[config.mk]
export PLATFORM = sky130hd
export DESIGN_NAME = irqPrioCtl
export DESIGN_NICKNAME = d
export VERILOG_FILES = /design/src/rtl/icPkg.sv /design/src/rtl/icDatapath.sv /design/src/rtl/icControl.sv /design/src/rtl/irqPrioCtl.sv
export SDC_FILE = /design/constraint.sdc
export NUM_CORES = 1
export LEC_CHECK = 0
export BUFFER_PORTS_ARGS = -buffer_cell sky130_fd_sc_hd__buf_2
export CELL_PAD_IN_SITES_DETAIL_PLACEMENT = 2
export CELL_PAD_IN_SITES_GLOBAL_PLACEMENT = 2
export CORE_MARGIN = 5
export CORE_UTILIZATION = 29
export CTS_CLUSTER_SIZE = 25
export DETAILED_ROUTE_END_ITERATION = 10
export GPL_TIMING_DRIVEN = 0
export PLACE_DENSITY = 0.85
export SYNTH_ARGS = -nofsm -noshare
export SYNTH_HDL_FRONTEND = slang
export SYNTH_SLANG_ARGS = --single-unit
[constraint.sdc]
create_clock -name clk -period 3.8 [get_ports clk]
set_clock_uncertainty 0.2 [all_clocks]
set_input_delay 0.19 -clock clk [delete_from_list [all_inputs] [get_ports clk]]
set_output_delay 0.19 -clock clk [all_outputs]
set_load 0.01 [all_outputs]
[src/rtl/icPkg.sv]
package icPkg;
  localparam int SRC_N = 5;
  localparam int IDX_W = $clog2(SRC_N);

  typedef struct packed {
    logic             loadVec;
    logic [IDX_W-1:0] pickIdx;
    logic             pickLvl;
    logic             takeAck;
    logic [SRC_N-1:0] ackClr;
    logic             popHi;
    logic             popLo;
  } ctrlStrobeT;
endpackage

[src/rtl/icDatapath.sv]
module icDatapath
  import icPkg::*;
#(
  parameter logic [7:0] VEC_BASE = 8'h03,
  parameter logic [7:0] VEC_STEP = 8'h08
) (
  input  logic             clk,
  input  logic             rstN,
  input  logic             cycleTick,
  input  logic             regWe,
  input  logic             regAddr,
  input  logic [7:0]       regWdata,
  input  logic [1:0]       extLineN,
  input  logic [1:0]       extEdge,
  input  logic [1:0]       timerOvf,
  input  logic             serialFlag,
  input  ctrlStrobeT       strobe,
  output logic [7:0]       enableQ,
  output logic [7:0]       prioQ,
  output logic [SRC_N-1:0] flagQ,
  output logic [1:0]       inSvc,
  output logic             vecReq,
  output logic [IDX_W-1:0] vecSrcQ,
  output logic [7:0]       vecAddr
);
  localparam logic [7:0] ENA_MASK = 8'h9F;
  localparam logic [7:0] PRI_MASK = 8'h1F;

  logic [1:0]       prevLine;
  logic [SRC_N-1:0] nextFlag;
  logic             vecLvlQ;

  // register bus
  always_ff @(posedge clk) begin
    if (!rstN) begin
      enableQ <= '0;
      prioQ   <= '0;
    end else if (regWe) begin
      if (regAddr) prioQ   <= regWdata & PRI_MASK;
      else         enableQ <= regWdata & ENA_MASK;
    end
  end

  // flag capture: clear on acknowledge, set wins over clear
  always_comb begin
    nextFlag = flagQ & ~strobe.ackClr;
    if (cycleTick) begin
      for (int k = 0; k < 2; k++) begin
        if (extEdge[k])
          nextFlag[2*k] = nextFlag[2*k] | (prevLine[k] & ~extLineN[k]);
        else
          nextFlag[2*k] = ~extLineN[k];
        nextFlag[2*k+1] = nextFlag[2*k+1] | timerOvf[k];
      end
      nextFlag[SRC_N-1] = serialFlag;
    end
  end

  always_ff @(posedge clk) begin
    if (!rstN) begin
      flagQ    <= '0;
      prevLine <= 2'b11;
    end else begin
      flagQ <= nextFlag;
      if (cycleTick) prevLine <= extLineN;
    end
  end

  // in-service levels
  always_ff @(posedge clk) begin
    if (!rstN) begin
      inSvc <= '0;
    end else begin
      if (strobe.popHi) inSvc[1] <= 1'b0;
      if (strobe.popLo) inSvc[0] <= 1'b0;
      if (strobe.takeAck) inSvc[vecLvlQ] <= 1'b1;
    end
  end

  // pending vector
  always_ff @(posedge clk) begin
    if (!rstN) begin
      vecReq  <= 1'b0;
      vecSrcQ <= '0;
      vecLvlQ <= 1'b0;
    end else if (strobe.takeAck) begin
      vecReq <= 1'b0;
    end else if (cycleTick) begin
      vecReq  <= strobe.loadVec;
      vecSrcQ <= strobe.pickIdx;
      vecLvlQ <= strobe.pickLvl;
    end
  end

  assign vecAddr = VEC_BASE + 8'(VEC_STEP * 8'(vecSrcQ));
endmodule

[src/rtl/icControl.sv]
module icControl
  import icPkg::*;
(
  input  logic [7:0]       enableQ,
  input  logic [7:0]       prioQ,
  input  logic [SRC_N-1:0] flagQ,
  input  logic [1:0]       inSvc,
  input  logic             vecReq,
  input  logic [IDX_W-1:0] vecSrcQ,
  input  logic [1:0]       extEdge,
  input  logic             intAck,
  input  logic             retiPulse,
  output ctrlStrobeT       strobe
);
  logic [SRC_N-1:0] elig, hiCand, loCand, clearable;

  function automatic logic [IDX_W-1:0] lowestSet(input logic [SRC_N-1:0] v);
    logic [IDX_W-1:0] r;
    r = '0;
    for (int i = SRC_N - 1; i >= 0; i--)
      if (v[i]) r = IDX_W'(i);
    return r;
  endfunction

  assign elig      = flagQ & enableQ[SRC_N-1:0] & {SRC_N{enableQ[7]}};
  assign hiCand    = elig & prioQ[SRC_N-1:0] & {SRC_N{~inSvc[1]}};
  assign loCand    = elig & ~prioQ[SRC_N-1:0] & {SRC_N{~inSvc[1] & ~inSvc[0]}};
  assign clearable = {1'b0, 1'b1, extEdge[1], 1'b1, extEdge[0]};

  always_comb begin
    strobe = '0;
    if (|hiCand) begin
      strobe.loadVec = 1'b1;
      strobe.pickLvl = 1'b1;
      strobe.pickIdx = lowestSet(hiCand);
    end else if (|loCand) begin
      strobe.loadVec = 1'b1;
      strobe.pickIdx = lowestSet(loCand);
    end
    strobe.takeAck = intAck & vecReq;
    strobe.ackClr  = strobe.takeAck ? (clearable & (SRC_N'(1) << vecSrcQ)) : '0;
    strobe.popHi   = retiPulse & inSvc[1];
    strobe.popLo   = retiPulse & ~inSvc[1] & inSvc[0];
  end
endmodule

[src/rtl/irqPrioCtl.sv]
module irqPrioCtl
  import icPkg::*;
#(
  parameter logic [7:0] VEC_BASE = 8'h03,
  parameter logic [7:0] VEC_STEP = 8'h08
) (
  input  logic       clk,
  input  logic       rstN,
  input  logic       cycleTick,
  input  logic       regWe,
  input  logic       regAddr,
  input  logic [7:0] regWdata,
  output logic [7:0] enableQ,
  output logic [7:0] prioQ,
  input  logic [1:0] extLineN,
  input  logic [1:0] extEdge,
  input  logic [1:0] timerOvf,
  input  logic       serialFlag,
  output logic       vecReq,
  output logic [7:0] vecAddr,
  input  logic       intAck,
  input  logic       retiPulse
);
  ctrlStrobeT       strobe;
  logic [SRC_N-1:0] flagQ;
  logic [1:0]       inSvc;
  logic [IDX_W-1:0] vecSrcQ;

  icDatapath #(.VEC_BASE(VEC_BASE), .VEC_STEP(VEC_STEP)) u_dp (
    .clk(clk), .rstN(rstN), .cycleTick(cycleTick),
    .regWe(regWe), .regAddr(regAddr), .regWdata(regWdata),
    .extLineN(extLineN), .extEdge(extEdge), .timerOvf(timerOvf),
    .serialFlag(serialFlag), .strobe(strobe),
    .enableQ(enableQ), .prioQ(prioQ), .flagQ(flagQ), .inSvc(inSvc),
    .vecReq(vecReq), .vecSrcQ(vecSrcQ), .vecAddr(vecAddr)
  );

  icControl u_ctl (
    .enableQ(enableQ), .prioQ(prioQ), .flagQ(flagQ), .inSvc(inSvc),
    .vecReq(vecReq), .vecSrcQ(vecSrcQ), .extEdge(extEdge),
    .intAck(intAck), .retiPulse(retiPulse), .strobe(strobe)
  );
endmodule

==> reports/results.txt <==
Drt pass-1 iters - 4
First-pass GRT wire length - 6840 um
Register area - 500 sq um
Area of the multi-input gates - 737 sq um
Status - finished clean
Combinational share of power - 15.2%
Post-Synthesis Cell Area - 1320 sq um
Max clock buf depth - 2
Hold Path Class - input port to register
Worst Setup End Kind - register
# setup viols final - 0
Die Span Y - 77.6 um
Register area share after synthesis - 37.8%
Wirelength, routed - 4200 um
Nets - 236
CTS-repair resized insts - 0
Die area - 6020 sq um
Max-slew violations - 0
CP max FO - 4
Root buffer cell - clkbuf_8
Ant. Diodes - 0
Clock Power Share - 30.5%
Initial drt markers - 42
Int Pwr - 385 uW
Yosys warnings - 0
Synth cell types - 37
Sequential fraction of design power - 54.3%
Hpwl dp - 3280 um
LEAKAGE - 0.000718 uW
P per Cell Area - 312 nW/um^2
Fill count - 541
Final RePlAce weighted congestion - 0.748
Critical Path Source Type - register
DRC viols - 0
Clk slew on worst S/H paths - 0.09 ns
DR vias - 1338
Minimum clock period - 1.70 ns
Kind of critical path - register to register
Dominant synthesized flop cell - dfxtp_1
Max_cap viols - 0
Sw frac - 27.0%
Mapped Avg Cell Area - 8.12 sq um
CP arrival - 1.68 ns
Vias in the first global route - 1436
Share of layout cells above drive strength 1 - 23.0%
Via density - 5.05
CTS tree - yes
Peak VDD IR - 0.112 mV
Setup TNS Final - 0 ns
Final worst path period share - 44.7%
Total power - 527 uW
# rows - 24
Final worst slack - 2.10 ns
Critical Path RT - 3.78 ns
Sw Pwr - 142 uW
Starting Density - 30.2%
Worst-Skew Late Latency - 0.27 ns
All-Layer GR Usage - 14.1%
Layout area overhead - 27.7%
Chip width - 77.6 um
Post-Route Utilization - 38.6%
Sink Count - 25
Async S/R FF share, synth - 0%
Hold Vio Cnt, Final - 0
Largest net degree at the start of global routing - 15
Pre-CTS WS - 2.10 ns
Core Area - 4380 sq um
I/O pins - 47
Antenna-violating nets left - 0
Mapped Cells - 163
Wire per inst - 15.9 um
Post-synth EDFFs - 0
Total grt overflow - 0
RSZ-0062 raised after global routing - false
Port bufs - 31
H-tree levels - 1
TritonCTS buffer count - 3
Initial antenna violation count - 0
Fmax achieved - 588 MHz
Yosys reg bits - 25
[power by group through the flow]
stage / combinational (uW) / clock [uW] / sequential (uW)
floorplan: 45.3 / 0 / 291
CTS: 81.0 / 169 / 286
global route: 90.4 / 180 / 288
global placement: 72.9 / 0 / 291
detailed placement: 75.0 / 0 / 292
finish: 80.3 / 161 / 286
[worst paths after layout]
kind / startpoint / to / cells past startpoint / slack, ns
worst min-delay path: timerOvf[1] / u_dp.flagQ[3] / 3 / 0.0008
worst max register to register: u_dp.prioQ[0] / u_dp.vecSrcQ[1] / 4 / 2.10
worst max-delay path: u_dp.prioQ[0] / u_dp.vecSrcQ[1] / 4 / 2.10
worst min register to register: u_dp.enableQ[7] / u_dp.enableQ[7] / 2 / 0.30
[per-layer routing]
| metal | routed length [um] | up-vias | GRT usage, % | part of all wire (%) |
|---|---|---|---|---|
| met5 | 0 | - | 0 | 0 |
| met4 | 19 | 0 | 3.61 | 0.45 |
| met3 | 187 | 2 | 2.66 | 4.4 |
| met2 | 2150 | 30 | 25.8 | 51 |
| met1 | 1850 | 651 | 16.7 | 44 |
| li1 | - | 655 | - | - |
[cells in the final DEF (no fill, tap or decap), types with 2 or more instances in the layout]
master         Yosys  routed
a21boi_1           2       2
and3b_1            3       3
nand3_1           13      13
a21oi_1            4       4
dlygate4sd3_1      0       7
o211ai_1           3       3
buf_4             10      10
dfxtp_1           25      25
or4_1              2       2
inv_1              5       5
o21ai_0            9       9
nor2b_1            7       7
buf_2              0      31
o41ai_1            2       2
clkbuf_8           0       3
clkbuf_1           6       6
nor2_1             4       4
a31oi_1            2       2
a21o_1             2       2
nand2b_1           2       2
nor3_1             2       2
o31ai_1            3       3
a21boi_0          13      13
conb_1             2      10
nand2_1           27      27
[final cells by class]
| type | instances | area share [%] |
|---|---|---|
| Timing Repair Buffer | 38 | 13.3 |
| Inverter | 5 | 1.11 |
| Tap cell | 52 | 3.85 |
| Multi-Input combinational cell | 125 | 43.6 |
| Buffer | 16 | 5.77 |
| Sequential cell | 25 | 29.6 |
| Clock inverter | 1 | 0.296 |
| Clock buffer | 3 | 2.44 |
[stage by stage]
stage / hold WS (ns) / std cells / cell area, sq um
floorplan: 0.125 / 171 / 1350
global placement: 0.258 / 254 / 1570
detailed placement: 0.260 / 254 / 1570
CTS: 0.00135 / 265 / 1690
global route: 0.00351 / 265 / 1690
finish: 0.000799 / 265 / 1690
[cells in the mapped netlist (3+ instances only)]
library cell / count / share of area, %
a21boi_0: 13 / 7.4
a21oi_1: 4 / 1.5
and3b_1: 3 / 2.0
buf_4: 10 / 5.7
clkbuf_1: 6 / 1.7
dfxtp_1: 25 / 38
inv_1: 5 / 1.4
nand2_1: 27 / 7.7
nand3_1: 13 / 4.9
nor2_1: 4 / 1.1
nor2b_1: 7 / 3.3
o211ai_1: 3 / 1.7
o21ai_0: 9 / 3.4
o31ai_1: 3 / 1.7
[worst max-delay path, cell delays in order, from the launching register on]
cell       delay (ns)
dfxtp_1          0.41
and3b_4          0.25
a2111oi_4        0.36
a31oi_1          0.14
o31ai_1          0.26
[sequential cells by signal, indices dropped and copies added, names as in the netlist]
name	cells
u_dp.inSvc	2
u_dp.vecSrcQ	3
u_dp.vecReq	1
u_dp.enableQ	6
u_dp.flagQ	5
u_dp.prevLine	2
u_dp.prioQ	5
u_dp.vecLvlQ	1
[cell families (layout without fill, tap and decap cells)]
| kind of cell | Yosys count | count (layout) | synth area share, % |
|---|---|---|---|
| DFF | 25 | 25 | 37.8 |
| AOI/OAI and AO/OA | 45 | 45 | 25.0 |
| other | 2 | 10 | 0.567 |
| buffers and inverters | 21 | 63 | 8.79 |
| and+or+nand+nor | 69 | 69 | 27.0 |
| muxes | 1 | 1 | 0.756 |
[timing repair]
item	in CTS	in global routing
setup buffers	0	0
hold buffers	7	0
hold endpoints to repair	9	0
(Power assumes the default switching activity.)
